### src/rtl/cmp_pkg.sv
package cmp_pkg;
  localparam int HIST_W = 5;
  localparam int WIN_W  = 3;

  localparam logic [2:0] FLEN_MAJ3 = 3'd1;
  localparam logic [2:0] FLEN_MAJ5 = 3'd2;

  localparam logic [1:0] OSEL_RAW  = 2'd1;
  localparam logic [1:0] OSEL_FILT = 2'd2;

  localparam logic [1:0] ISEL_ANY  = 2'd0;
  localparam logic [1:0] ISEL_RISE = 2'd1;
  localparam logic [1:0] ISEL_FALL = 2'd2;
  localparam logic [1:0] ISEL_EOC  = 2'd3;

  // samples per single-shot comparison; reserved codes act as no filter
  function automatic logic [WIN_W-1:0] win_len(input logic [2:0] flen);
    case (flen)
      FLEN_MAJ3: win_len = 3'd3;
      FLEN_MAJ5: win_len = 3'd5;
      default:   win_len = 3'd1;
    endcase
  endfunction
endpackage

### src/rtl/cmp_sync.sv
module cmp_sync #(
  parameter int STAGES = 2
) (
  input  logic clk_i,
  input  logic rst_ni,
  input  logic clr_i,
  input  logic d_i,
  output logic q_o
);
  logic [STAGES-1:0] stg_q;

  generate
    if (STAGES == 1) begin : g_one
      always_ff @(posedge clk_i or negedge rst_ni) begin
        if (!rst_ni)    stg_q <= '0;
        else if (clr_i) stg_q <= '0;
        else            stg_q <= d_i;
      end
    end else begin : g_multi
      always_ff @(posedge clk_i or negedge rst_ni) begin
        if (!rst_ni)    stg_q <= '0;
        else if (clr_i) stg_q <= '0;
        else            stg_q <= {stg_q[STAGES-2:0], d_i};
      end
    end
  endgenerate

  assign q_o = stg_q[STAGES-1];
endmodule

### src/rtl/cmp_maj_filter.sv
module cmp_maj_filter
  import cmp_pkg::*;
(
  input  logic       clk_i,
  input  logic       rst_ni,
  input  logic       clr_i,
  input  logic       restart_i,
  input  logic       samp_en_i,
  input  logic       sample_i,
  input  logic [2:0] flen_i,
  output logic       filt_o
);
  logic [HIST_W-1:0] hist_q, hist_nxt;
  logic              filt_q, filt_d;

  assign hist_nxt = {hist_q[HIST_W-2:0], sample_i};

  always_comb begin
    case (flen_i)
      FLEN_MAJ3: filt_d = ($countones(hist_nxt[2:0]) >= 2);
      FLEN_MAJ5: filt_d = ($countones(hist_nxt) >= 3);
      default:   filt_d = sample_i;
    endcase
  end

  always_ff @(posedge clk_i or negedge rst_ni) begin
    if (!rst_ni) begin
      hist_q <= '0;
      filt_q <= 1'b0;
    end else if (clr_i) begin
      hist_q <= '0;
      filt_q <= 1'b0;
    end else if (restart_i) begin
      hist_q <= '0;
    end else if (samp_en_i) begin
      hist_q <= hist_nxt;
      filt_q <= filt_d;
    end
  end

  assign filt_o = filt_q;

  // without majority the result is the sample taken at the last edge
  a_r2_passthrough: assert property (@(posedge clk_i) disable iff (!rst_ni)
    (samp_en_i && !clr_i && !restart_i && win_len(flen_i) == 3'd1)
      |=> (filt_o == $past(sample_i)));
endmodule

### src/rtl/cmp_edge_irq.sv
module cmp_edge_irq
  import cmp_pkg::*;
(
  input  logic       clk_i,
  input  logic       rst_ni,
  input  logic       clr_i,
  input  logic       level_i,
  input  logic [1:0] isel_i,
  input  logic       single_i,
  input  logic       eoc_i,
  output logic       irq_o
);
  logic prev_q;

  always_ff @(posedge clk_i or negedge rst_ni) begin
    if (!rst_ni)    prev_q <= 1'b0;
    else if (clr_i) prev_q <= 1'b0;
    else            prev_q <= level_i;
  end

  always_comb begin
    irq_o = 1'b0;
    if (!clr_i) begin
      case (isel_i)
        ISEL_ANY:  irq_o = level_i ^ prev_q;
        ISEL_RISE: irq_o = level_i & ~prev_q;
        ISEL_FALL: irq_o = ~level_i & prev_q;
        default:   irq_o = single_i & eoc_i;
      endcase
    end
  end
endmodule

### src/rtl/cmp_result_filter.sv
module cmp_result_filter
  import cmp_pkg::*;
#(
  parameter int SYNC_STAGES = 2
) (
  input  logic       clk_i,
  input  logic       rst_ni,
  input  logic       enable_i,
  input  logic       sleep_i,
  input  logic       stdby_run_i,
  input  logic       raw_i,
  input  logic       swap_i,
  input  logic [2:0] flen_i,
  input  logic [1:0] osel_i,
  input  logic [1:0] isel_i,
  input  logic       single_i,
  input  logic       start_i,
  output logic       result_o,
  output logic       pin_o,
  output logic       irq_o
);
  logic             active, cmp_in, sync_val;
  logic             busy_q, eoc_q, start_ok, samp_en;
  logic [WIN_W-1:0] cnt_q;

  assign active   = enable_i & (~sleep_i | stdby_run_i);
  assign cmp_in   = raw_i ^ swap_i;
  assign start_ok = active & single_i & ~busy_q & start_i;
  assign samp_en  = active & (single_i ? busy_q : 1'b1);

  cmp_sync #(.STAGES(SYNC_STAGES)) u_sync (
    .clk_i (clk_i),
    .rst_ni(rst_ni),
    .clr_i (~active),
    .d_i   (cmp_in),
    .q_o   (sync_val)
  );

  // single-shot sequencing: count samples of the comparison window
  always_ff @(posedge clk_i or negedge rst_ni) begin
    if (!rst_ni) begin
      busy_q <= 1'b0;
      cnt_q  <= '0;
      eoc_q  <= 1'b0;
    end else if (!active || !single_i) begin
      busy_q <= 1'b0;
      cnt_q  <= '0;
      eoc_q  <= 1'b0;
    end else begin
      eoc_q <= 1'b0;
      if (start_ok) begin
        busy_q <= 1'b1;
        cnt_q  <= '0;
      end else if (busy_q) begin
        if (cnt_q == win_len(flen_i) - 3'd1) begin
          busy_q <= 1'b0;
          eoc_q  <= 1'b1;
        end
        cnt_q <= cnt_q + 3'd1;
      end
    end
  end

  cmp_maj_filter u_filt (
    .clk_i    (clk_i),
    .rst_ni   (rst_ni),
    .clr_i    (~active),
    .restart_i(start_ok),
    .samp_en_i(samp_en),
    .sample_i (sync_val),
    .flen_i   (flen_i),
    .filt_o   (result_o)
  );

  cmp_edge_irq u_irq (
    .clk_i   (clk_i),
    .rst_ni  (rst_ni),
    .clr_i   (~active),
    .level_i (result_o),
    .isel_i  (isel_i),
    .single_i(single_i),
    .eoc_i   (eoc_q),
    .irq_o   (irq_o)
  );

  always_comb begin
    case (osel_i)
      OSEL_RAW:  pin_o = active & cmp_in;
      OSEL_FILT: pin_o = result_o;
      default:   pin_o = 1'b0;
    endcase
  end

  a_r10_inactive_clears: assert property (@(posedge clk_i) disable iff (!rst_ni)
    !active |=> !result_o);

  a_r9_idle_holds: assert property (@(posedge clk_i) disable iff (!rst_ni)
    (active && single_i && !busy_q) |=> $stable(result_o));

  a_r7_rise_high: assert property (@(posedge clk_i) disable iff (!rst_ni)
    (irq_o && isel_i == ISEL_RISE) |-> result_o);

  a_r8_eoc_single: assert property (@(posedge clk_i) disable iff (!rst_ni)
    eoc_q |=> !eoc_q);
endmodule

### config.mk
export PLATFORM = sky130hd
export DESIGN_NAME = cmp_result_filter
export DESIGN_NICKNAME = d
export VERILOG_FILES = /design/src/rtl/cmp_pkg.sv /design/src/rtl/cmp_sync.sv /design/src/rtl/cmp_maj_filter.sv /design/src/rtl/cmp_edge_irq.sv /design/src/rtl/cmp_result_filter.sv
export SDC_FILE = /design/constraint.sdc
export NUM_CORES = 1
export LEC_CHECK = 0
export ABC_CLOCK_PERIOD_IN_PS = 6200
export BUFFER_PORTS_ARGS = -buffer_cell sky130_fd_sc_hd__buf_2
export CAP_MARGIN = 5
export CORE_MARGIN = 2
export CORE_UTILIZATION = 45
export DETAILED_ROUTE_END_ITERATION = 16
export GPL_ROUTABILITY_DRIVEN = 0
export PLACE_DENSITY = 0.69
export REMOVE_ABC_BUFFERS = 1
export SLEW_MARGIN = 20
export SYNTH_ARGS = -nofsm -noshare
export SYNTH_HDL_FRONTEND = slang
export SYNTH_SLANG_ARGS = --single-unit
### constraint.sdc
create_clock -name clk_i -period 6.2 [get_ports clk_i]
set_clock_uncertainty 0.2 [all_clocks]
set_input_delay 1.24 -clock clk_i [delete_from_list [all_inputs] [get_ports clk_i]]
set_output_delay 1.24 -clock clk_i [all_outputs]
set_load 0.01 [all_outputs]
==> results of run 1 <==
## synthesized netlist by cell type
master,number
dfrtp_1,13
o21ai_1,1
nor3b_2,3
xnor2_1,4
or3_1,1
a21o_1,1
o211ai_1,1
nor2_1,10
a211o_1,1
or3b_1,1
a2bb2oi_1,1
nand2_1,7
ha_1,7
a22oi_1,2
and2b_1,1
xor2_1,1
a21oi_1,6
o21ai_2,1
fa_1,2
o21ai_0,3
nor2b_1,2
nand2b_4,1
nand3_1,2
nand3b_1,3
mux2i_1,1
buf_2,1
inv_1,11
## worst max-delay path, stage by stage
cell and delay, ps:
buf_2 90, inv_1 50, o21ai_0 80, buf_4 180, or3b_1 350, a21oi_1 140, buf_2 140
## where the power goes
| group | switching (mW) | total, mW | leakage [nW] | internal, mW |
|---|---|---|---|---|
| registers | 0.000993 | 0.0871 | 0.180 | 0.0861 |
| clock network | 0.0281 | 0.0530 | 0.0150 | 0.0249 |
| logic | 0.0127 | 0.0227 | 0.285 | 0.0100 |
## path summary, 6_finish.rpt
| check | startpoint | to | depth (start not counted) |
|---|---|---|---|
| worst max-delay path | sleep_i | pin_o | 7 |
| worst min-delay path | u_sync.stg_q[0] | u_sync.stg_q[1] | 2 |
| worst max register to register | u_filt.hist_q[1] | u_filt.filt_o | 9 |
| worst min register to register | u_sync.stg_q[0] | u_sync.stg_q[1] | 2 |
| max in group asynchronous | rst_ni | cnt_q[1] | 1 |
| min in group asynchronous | rst_ni | u_sync.stg_q[0] | 1 |
## logic make-up (layout without fill, tap and decap cells)
family / count (synthesis) / after routing / synth area share [%]
simple gates: 31 / 31 / 21.70
compound gates: 17 / 17 / 12.63
flops: 13 / 13 / 38.63
buf+inv: 12 / 34 / 5.497
fa+ha+maj: 9 / 9 / 15.16
xor+xnor: 5 / 5 / 5.200
mux: 1 / 1 / 1.189
## registers in the layout (all words and copies together), names as in the netlist
signal,cells
busy_q,1
cnt_q,3
eoc_q,1
u_filt.filt_o,1
u_filt.hist_q,4
u_irq.prev_q,1
u_sync.stg_q,2
## routing by layer
layer	up-vias	routed length [um]	global-route usage [%]
met3	2	65	2.308
met2	19	745	27.84
met4	0	6	6.667
li1	336	-	-
met5	-	0	0
met1	312	752	23.21
## final cells by class
type                            instances  area [um^2]  share of cell area, %
Clock buffer                            4        26.28                  2.648
Inverter                               11        41.29                  4.161
Multi-Input combinational cell         63        470.5                  47.41
Sequential cell                        13        325.3                  32.79
Tap cell                               25        31.28                  3.153
Timing Repair Buffer                   19        97.59                  9.836
## per-stage QoR
| step | instance area [um^2] | worst slack (ps) | cells | util, % |
|---|---|---|---|---|
| 2_1_floorplan | 837.1 | 2498 | 87 | - |
| 3_3_place_gp | 965.9 | 2505 | 131 | 55.34 |
| 3_5_place_dp | 965.9 | 2489 | 131 | 55.34 |
| 4_1_cts | 992.2 | 2483 | 135 | 56.85 |
| 5_1_grt | 992.2 | 2364 | 135 | 56.85 |
| 6_report | 992.2 | 2496 | 135 | 56.85 |
==> metrics.md, run 1 <==
| Metric | Value |
|---|---|
| Ant diodes | 0 |
| Gr usage total | 17.19% |
| CTS hold repair buffers | 0 |
| Yosys top cell by area | dfrtp_1 |
| Clk buf depth | 2 |
| Final min period | 3704 ps |
| Area delta synth->final | 17.83% |
| RSZ-0062 raised after global routing | false |
| IO buf count | 18 |
| Rows | 15 |
| Drt wl/cell | 11.62 um |
| Status | completed |
| CP Class | in -> out |
| Synthesis Warnings | 0 |
| Most common cell after layout, fill and taps aside | buf_2 |
| CTS buffer count | 3 |
| R2R setup slack | 3790 ps |
| Synth top area cells | dfrtp_1, ha_1, inv_1, fa_1, nor2_1 |
| Sink Count | 13 |
| Worst EP required | 4760 ps |
| Num ports | 19 |
| LEAKAGE | 0.4802 nW |
| Sequential area share after synthesis | 38.63% |
| Share of the synthesized area in the top cell type | 38.63% |
| DRT iter0 DRCs | 28 |
| Initial core utilization | 48.24% |
| Unique cell type count in the Yosys netlist | 27 |
| H-tree depth | 1 |
| Crit-path max FO | 11 |
| Worst hold slack | 278.0 ps |
| Crit. End Element | output port |
| First-pass GRT wire length | 2670 um |
| Nets@finish | 136 |
| Die extent in y | 47.26 um |
| Final hold violations | 0 |
| Crit path DAT | 2260 ps |
| Setup TNS | 0 ps |
| CP Launch Type | input port |
| Final Power | 0.1628 mW |
| Final Cycle Share | 59.74% |
| Vias in the first global route | 654 |
| Power density over cell area | 164.1 nW/um^2 |
| Root Buffer | clkbuf_4 |
| Share of cells above drive strength 1 | 24.55% |
| Largest net degree at the start of global routing | 14 |
| Slew headroom | 70.13% |
| Most frequent cells in the layout | buf_2, dfrtp_1, inv_1, nor2_1 |
| Final setup viols | 0 |
| Least-Margin Pin Slew | 446.2 ps |
| Clock transition at the registers of the reported paths | 80 ps |
| Syn avg cell area | 9.569 um^2 |
| Post-route ant nets | 0 |
| Core ar. | 1745 um^2 |
| Drt first pass iters | 4 |
| Vias | 669 |
| CTS tree | built |
| Fillers | 160 |
| GR Overflow Total | 0 |
| Post-synthesis cell count | 88 |
| Hold/Removal Path Class | reg -> reg |
| Hpwl dp | 1295 um |
| Initial antenna violation count | 0 |
| Vias per cell | 4.956 |
| Width of the die | 47.26 um |
| Die area | 2233 um^2 |
| Final Max Tran Viols | 0 |
| Max-cap violations | 0 |
| Post-route DRC | 0 |
| Flops & latches, synth | 13 |
| Max frequency | 270.0 MHz |
| VDD IR-drop max | 0.1028 mV |
| Worst skew pair latency | 270 ps |
| Post-CTS Setup Inserts | 0 |
| Post-CTS sizing | 0 |
| Final WL | 1569 um |
| Post-Syn Area | 842.1 um^2 |
No activity file was read; power rests on OpenSTA's default activity.
==> run 2, diff against run 1 <==
- ABC_CLOCK_PERIOD_IN_PS: 6200 -> 3200
- PLACE_DENSITY: 0.69 -> 0.72
- clock period: 6.2 -> 3.2 ns (I/O delays scaled with it)
==> metrics.md, run 2 (synthesis gave the netlist of run 1 again) <==
| Metric | Value |
|---|---|
| Status | completed (unchanged) |
| RSZ-0062 raised after global routing | false (unchanged) |
| Die extent in y | 47.26 um (unchanged) |
| CTS buffer count | 3 (unchanged) |
| DRT iter0 DRCs | 8 (was 28) |
| Root Buffer | clkbuf_4 (unchanged) |
| Reg2Reg Depth | 9 (unchanged) |
| Final Max Tran Viols | 0 (unchanged) |
| CP Class | in -> out (unchanged) |
| Crit-path max FO | 2 (was 11) |
| GR Overflow Total | 0 (unchanged) |
| Hold/Removal Path Class | in -> async (was reg -> reg) |
| Max-cap violations | 0 (unchanged) |
| Crit. End Element | output port (unchanged) |
| Post-CTS sizing | 0 (unchanged) |
| Worst EP required | 2360 ps (was 4760 ps) |
| Num ports | 19 (unchanged) |
| Rows | 15 (unchanged) |
| Max reg flops | 4 (unchanged) |
| Worst path cell trace | buf_2 > inv_1 > ha_1 > or3b_1 > a21oi_1 > buf_2 (was buf_2 > inv_1 > o21ai_0 > buf_4 > or3b_1 > a21oi_1 > buf_2) |
| Post-route ant nets | 0 (unchanged) |
| Sink Count | 13 (unchanged) |
| Width of the die | 47.26 um (unchanged) |
| Slew headroom | 67.87% (was 70.13%) |
| Clk buf depth | 2 (unchanged) |
| Initial core utilization | 48.24% (unchanged) |
| Post-CTS Setup Inserts | 0 (unchanged) |
| H-tree depth | 1 (unchanged) |
| Nets@finish | 136 (unchanged) |
| Least-Margin Pin Slew | 479.8 ps (was 446.2 ps) |
| Vias | 671 (was 669) |
| Gr usage total | 16.24% (was 17.19%) |
| Hpwl dp | 1238 um (was 1295 um) |
| Max frequency | 419.3 MHz |
| Share of cells above drive strength 1 | 24.55% (unchanged) |
| Crit path DAT | 1550 ps (was 2260 ps) |
| Top reg by flops | u_filt.hist_q (unchanged) |
| Fillers | 157 (was 160) |
| Ant diodes | 0 (unchanged) |
| Cell Area, Placed | 965.9 um^2 (unchanged) |
| Most numerous cell on the critical path | buf_2 (unchanged) |
| Final WL | 1530 um (was 1569 um) |
| Power density over cell area | 313.7 nW/um^2 (was 164.1 nW/um^2) |
| Most common cell after layout, fill and taps aside | buf_2 (unchanged) |
| Final hold violations | 0 (unchanged) |
| Largest net degree at the start of global routing | 14 (unchanged) |
| VDD IR-drop max | 0.2356 mV (was 0.1028 mV) |
| CTS hold repair buffers | 0 (unchanged) |
| Final setup viols | 0 (unchanged) |
| CTS tree | built (unchanged) |
| IO buf count | 18 (unchanged) |
| Vias in the first global route | 606 (was 654) |
| Area delta synth->final | 17.83% (unchanged) |
| CP Launch Type | input port (unchanged) |
| Final Cycle Share | 74.53% |
| Clock transition at the registers of the reported paths | 70 ps (was 80 ps) |
| Setup crit start | osel_i[1] (was sleep_i) |
| Largest regs | u_filt.hist_q x4, cnt_q x3, u_sync.stg_q x2 (unchanged) |
| Most frequent cells in the layout | buf_2, dfrtp_1, inv_1, nor2_1 (unchanged) |
| LEAKAGE | 0.4802 nW (unchanged) |
| Die area | 2233 um^2 (unchanged) |
| Drt first pass iters | 4 (unchanged) |
| Vias per cell | 4.970 (was 4.956) |
| Final min period | 2385 ps |
| Drt wl/cell | 11.33 um (was 11.62 um) |
| CP peak stage delay | 340 ps (was 350 ps) |
| R2R Path Start | u_filt.hist_q[1] (unchanged) |
| Final instance area | 992.2 um^2 (unchanged) |
| First-pass GRT wire length | 2525 um (was 2670 um) |
| Initial antenna violation count | 0 (unchanged) |
| Setup TNS | 0 ps (unchanged) |
| Core ar. | 1745 um^2 (unchanged) |
| Post-route DRC | 0 (unchanged) |
| Worst skew pair latency | 270 ps (about the same) |
| Crit-path slowest cell | or3b_1 (unchanged) |
==> run 2: worst paths after layout <==
path	endpoint	slack [ps]
setup / recovery	pin_o	810
hold / removal	u_filt.hist_q[3]	50
setup reg to reg	u_filt.filt_o	830
hold reg to reg	u_sync.stg_q[1]	270
max in group asynchronous	cnt_q[2]	2530
min in group clk_i	u_sync.stg_q[1]	270
==> run 2: metal layers <==
metal,track usage (%),wire length (um)
met5,0,0
met4,6.667,19
met3,2.308,58
met2,25.95,754
met1,22.09,697
==> run 2: metrics by stage <==
step	utilization [%]	hold slack (ps)	power, mW	setup slack, ps	cells
floorplan	-	144.4	0.1933	698.3	87
global route	56.85	40.78	0.3307	696.2	135
global placement	55.34	259.8	0.2155	848.7	131
finish	56.85	45.93	0.3112	814.9	135
detailed placement	55.34	267.6	0.2168	803.3	131
CTS	56.85	46.20	0.3138	797.5	135
==> run 2: report_power, final <==
group          internal [mW]  total, mW  switching [mW]  leakage [nW]
Sequential             0.167      0.169         0.00192         0.180
Clock                 0.0482     0.0979          0.0497        0.0150
Combinational         0.0194     0.0447          0.0253         0.285
==> run 2: final cells by class <==
cell class	instances	area (um^2)	share of cell area [%]
well taps	25	31.28	3.153
inverters	11	41.29	4.161
repair buffers	19	97.59	9.836
clock buffers	4	26.28	2.648
multi-input cells	63	470.5	47.41
flip-flops and latches	13	325.3	32.79
==> run 2: critical path, delay by kind of cell <==
family                   cells  cell delay [ps]
buffers and inverters        3              310
AO/OA/AOI/OAI                1              130
AND/OR/NAND/NOR              1              340
adder cells (fa/ha/maj)      1              140
==> run 3, diff against run 2 <==
- ABC_CLOCK_PERIOD_IN_PS: 3200 -> 2200
- PLACE_DENSITY: 0.72 -> 0.69
- clock period: 3.2 -> 2.2 ns (I/O delays scaled with it)
==> metrics.md, run 3 (synthesis gave the netlist of run 1 again) <==
| Metric | Value |
|---|---|
| Status | finished with violations (was completed) |
| Failing checks | negative setup slack |
| Final min period | 2301 ps |
| Initial antenna violation count | 0 (unchanged) |
| CTS buffer count | 3 (unchanged) |
| Vias per cell | 5.042 (was 4.970) |
| CP bufs+invs | 2 (was 3) |
| H-tree depth | 1 (unchanged) |
| Hpwl dp | 1302 um (was 1238 um) |
| Num ports | 19 (unchanged) |
| WP depth | 9 (was 6) |
| Final Cycle Share | 104.6% |
| Least-Margin Pin Slew | 436.1 ps (was 479.8 ps) |
| LEAKAGE | 0.5130 nW (was 0.4802 nW) |
| Worst skew pair latency | 270 ps (about the same) |
| Nets@finish | 143 (was 136) |
| Largest net degree at the start of global routing | 14 (unchanged) |
| Reg2reg end | u_filt.filt_o (unchanged) |
| Hold/Removal Path Class | in -> reg (was in -> async) |
| Sink Count | 13 (unchanged) |
| Root Buffer | clkbuf_4 (unchanged) |
| CP Class | reg -> reg (was in -> out) |
| Crit-path slowest cell | dfrtp_1 (was or3b_1) |
| Vias in the first global route | 659 (was 606) |
| Drt wl/cell | 11.37 um (was 11.33 um) |
| CTS tree | built (unchanged) |
| Vias | 716 (was 671) |
| DP Cell Count | 134 (was 131) |
| Ant diodes | 0 (unchanged) |
| Reg2Reg Depth | 9 (unchanged) |
| VDD IR-drop max | 0.2656 mV (was 0.2356 mV) |
| Die extent in y | 47.26 um (unchanged) |
| Crit. End Element | flip-flop (was output port) |
| Most frequent cells in the layout | buf_2, dfrtp_1, nor2_1, inv_1 (was buf_2, dfrtp_1, inv_1, nor2_1) |
| Die area | 2233 um^2 (unchanged) |
| First-pass GRT wire length | 2691 um (was 2525 um) |
| R2R Path Start | u_sync.stg_q[1] (was u_filt.hist_q[1]) |
| Max reg flops | 4 (unchanged) |
| Max-cap violations | 0 (unchanged) |
| Initial core utilization | 48.24% (unchanged) |
| Width of the die | 47.26 um (unchanged) |
| IO buf count | 18 (unchanged) |
| Slew headroom | 70.80% (was 67.87%) |
| Most common cell after layout, fill and taps aside | buf_2 (unchanged) |
| Clock transition at the registers of the reported paths | 80 ps (was 70 ps) |
| CP endpoint | u_filt.filt_o (was pin_o) |
| Worst EP required | 2160 ps (was 2360 ps) |
| Most numerous cell on the critical path | inv_2 (was buf_2) |
| Share of cells above drive strength 1 | 32.48% (was 24.55%) |
| Final WL | 1614 um (was 1530 um) |
| Pre-CTS setup slack | -137.1 ps (was 803.3 ps) |
| Setup crit start | u_sync.stg_q[1] (was osel_i[1]) |
| DRT iter0 DRCs | 10 (was 8) |
| Post-route ant nets | 0 (unchanged) |
| Crit path DAT | 2260 ps (was 1550 ps) |
| GR Overflow Total | 0 (unchanged) |
| Power density over cell area | 426.8 nW/um^2 (was 313.7 nW/um^2) |
| Final Max Tran Viols | 0 (unchanged) |
| Clk buf depth | 2 (unchanged) |
| CP peak stage delay | 430 ps (was 340 ps) |
| Fin cells | 142 (was 135) |
| Final hold violations | 0 (unchanged) |
| Rows | 15 (unchanged) |
| Max frequency | 434.5 MHz |
| Area delta synth->final | 27.04% (was 17.83%) |
| Gr usage total | 17.51% (was 16.24%) |
| Setup WS post-layout | -101.4 ps (was 814.9 ps) |
| Final setup viols | 1 (was 0) |
| RSZ-0062 raised after global routing | true (was false) |
| Core ar. | 1745 um^2 (unchanged) |
| R2R setup slack | -100 ps (was 830 ps) |
| Post-route DRC | 0 (unchanged) |
| Worst path cell trace | ha_4 > inv_2 > fa_2 > inv_2 > fa_1 > nor2b_4 > o21ai_1 > a211o_1 > o21ai_2 (was buf_2 > inv_1 > ha_1 > or3b_1 > a21oi_1 > buf_2) |
| CP Launch Type | flip-flop (was input port) |
| Top reg by flops | u_filt.hist_q (unchanged) |
| Largest regs | u_filt.hist_q x4, cnt_q x3, u_sync.stg_q x2 (unchanged) |
| Top Family by Delay on Critical Path | adder cells (was simple AND/OR/NAND/NOR gates) |
| Drt first pass iters | 4 (unchanged) |
| Crit-path max FO | 2 (unchanged) |
## run 3: changes by cell type in the layout (fill, tap and decap cells not counted), sizes merged
| cell | previous run | this run |
|---|---|---|
| buf | 19 | 25 |
| dlygate4sd3 | 0 | 1 |
## run 3: where the power goes
part	leakage, nW	internal (mW)	switching (mW)
clock	0.0150	0.0701	0.0721
sequential	0.180	0.243	0.00341
combinational	0.318	0.0313	0.0371
total	0.513	0.344	0.113
## run 3: timing repair
item                                    in CTS  in global routing
endpoints found under the hold margin       13                  0
endpoints found under the setup margin       1                  2
pin swaps                                    3                  2
setup buffers                                3                  0
gates cloned                                 0                  0
hold buffers                                 1                  0
resized for setup                            4                  1
## run 3: worst min-delay path by stage
stage                     slack [ps]  startpoint  cells past startpoint               end
after global placement           140      rst_ni                      1  u_filt.hist_q[3]
final                            230       raw_i                      3   u_sync.stg_q[0]
after CTS                        230       raw_i                      3   u_sync.stg_q[0]
after floorplan                  -60      rst_ni                      0            busy_q
after detailed placement         150      rst_ni                      1  u_filt.hist_q[2]
after global routing             230       raw_i                      3   u_sync.stg_q[0]
## run 3: cell type report
cell class / instances / area (um^2)
Clock buffer: 4 / 26.28
Fill cell: 164 / 675.6
Inverter: 11 / 41.29
Multi-Input combinational cell: 63 / 493.0
Sequential cell: 13 / 325.3
Tap cell: 25 / 31.28
Timing Repair Buffer: 26 / 152.6
## run 3: metrics by stage
| step | setup TNS [ps] | util [%] | area, um^2 | total power, mW | hold WS (ps) |
|---|---|---|---|---|---|
| 2_1_floorplan | -89.31 | - | 837.1 | 0.2812 | -55.59 |
| 3_3_place_gp | -61.31 | 56.63 | 988.4 | 0.3129 | 140.4 |
| 3_5_place_dp | -137.1 | 56.63 | 988.4 | 0.3154 | 145.5 |
| 4_1_cts | -76.89 | 60.86 | 1062 | 0.4642 | 230.0 |
| 5_1_grt | -267.7 | 61.29 | 1070 | 0.4848 | 231.6 |
| 6_report | -101.4 | 61.29 | 1070 | 0.4566 | 230.2 |
## run 3: layer usage
layer,GRT usage (%),routed length [um],vias to the layer above
met5,0,0,-
met2,30.81,842,21
met3,2.308,62,2
li1,-,-,352
met1,20.81,696,341
met4,8.333,12,0
## run 3: worst register-to-register path, cell delays in order (launching register included)
cell     delay (ps)
dfrtp_1         430
ha_4            290
inv_2            40
fa_2            350
inv_2            60
fa_1            400
nor2b_4         130
o21ai_1         110
a211o_1         150
o21ai_2          50
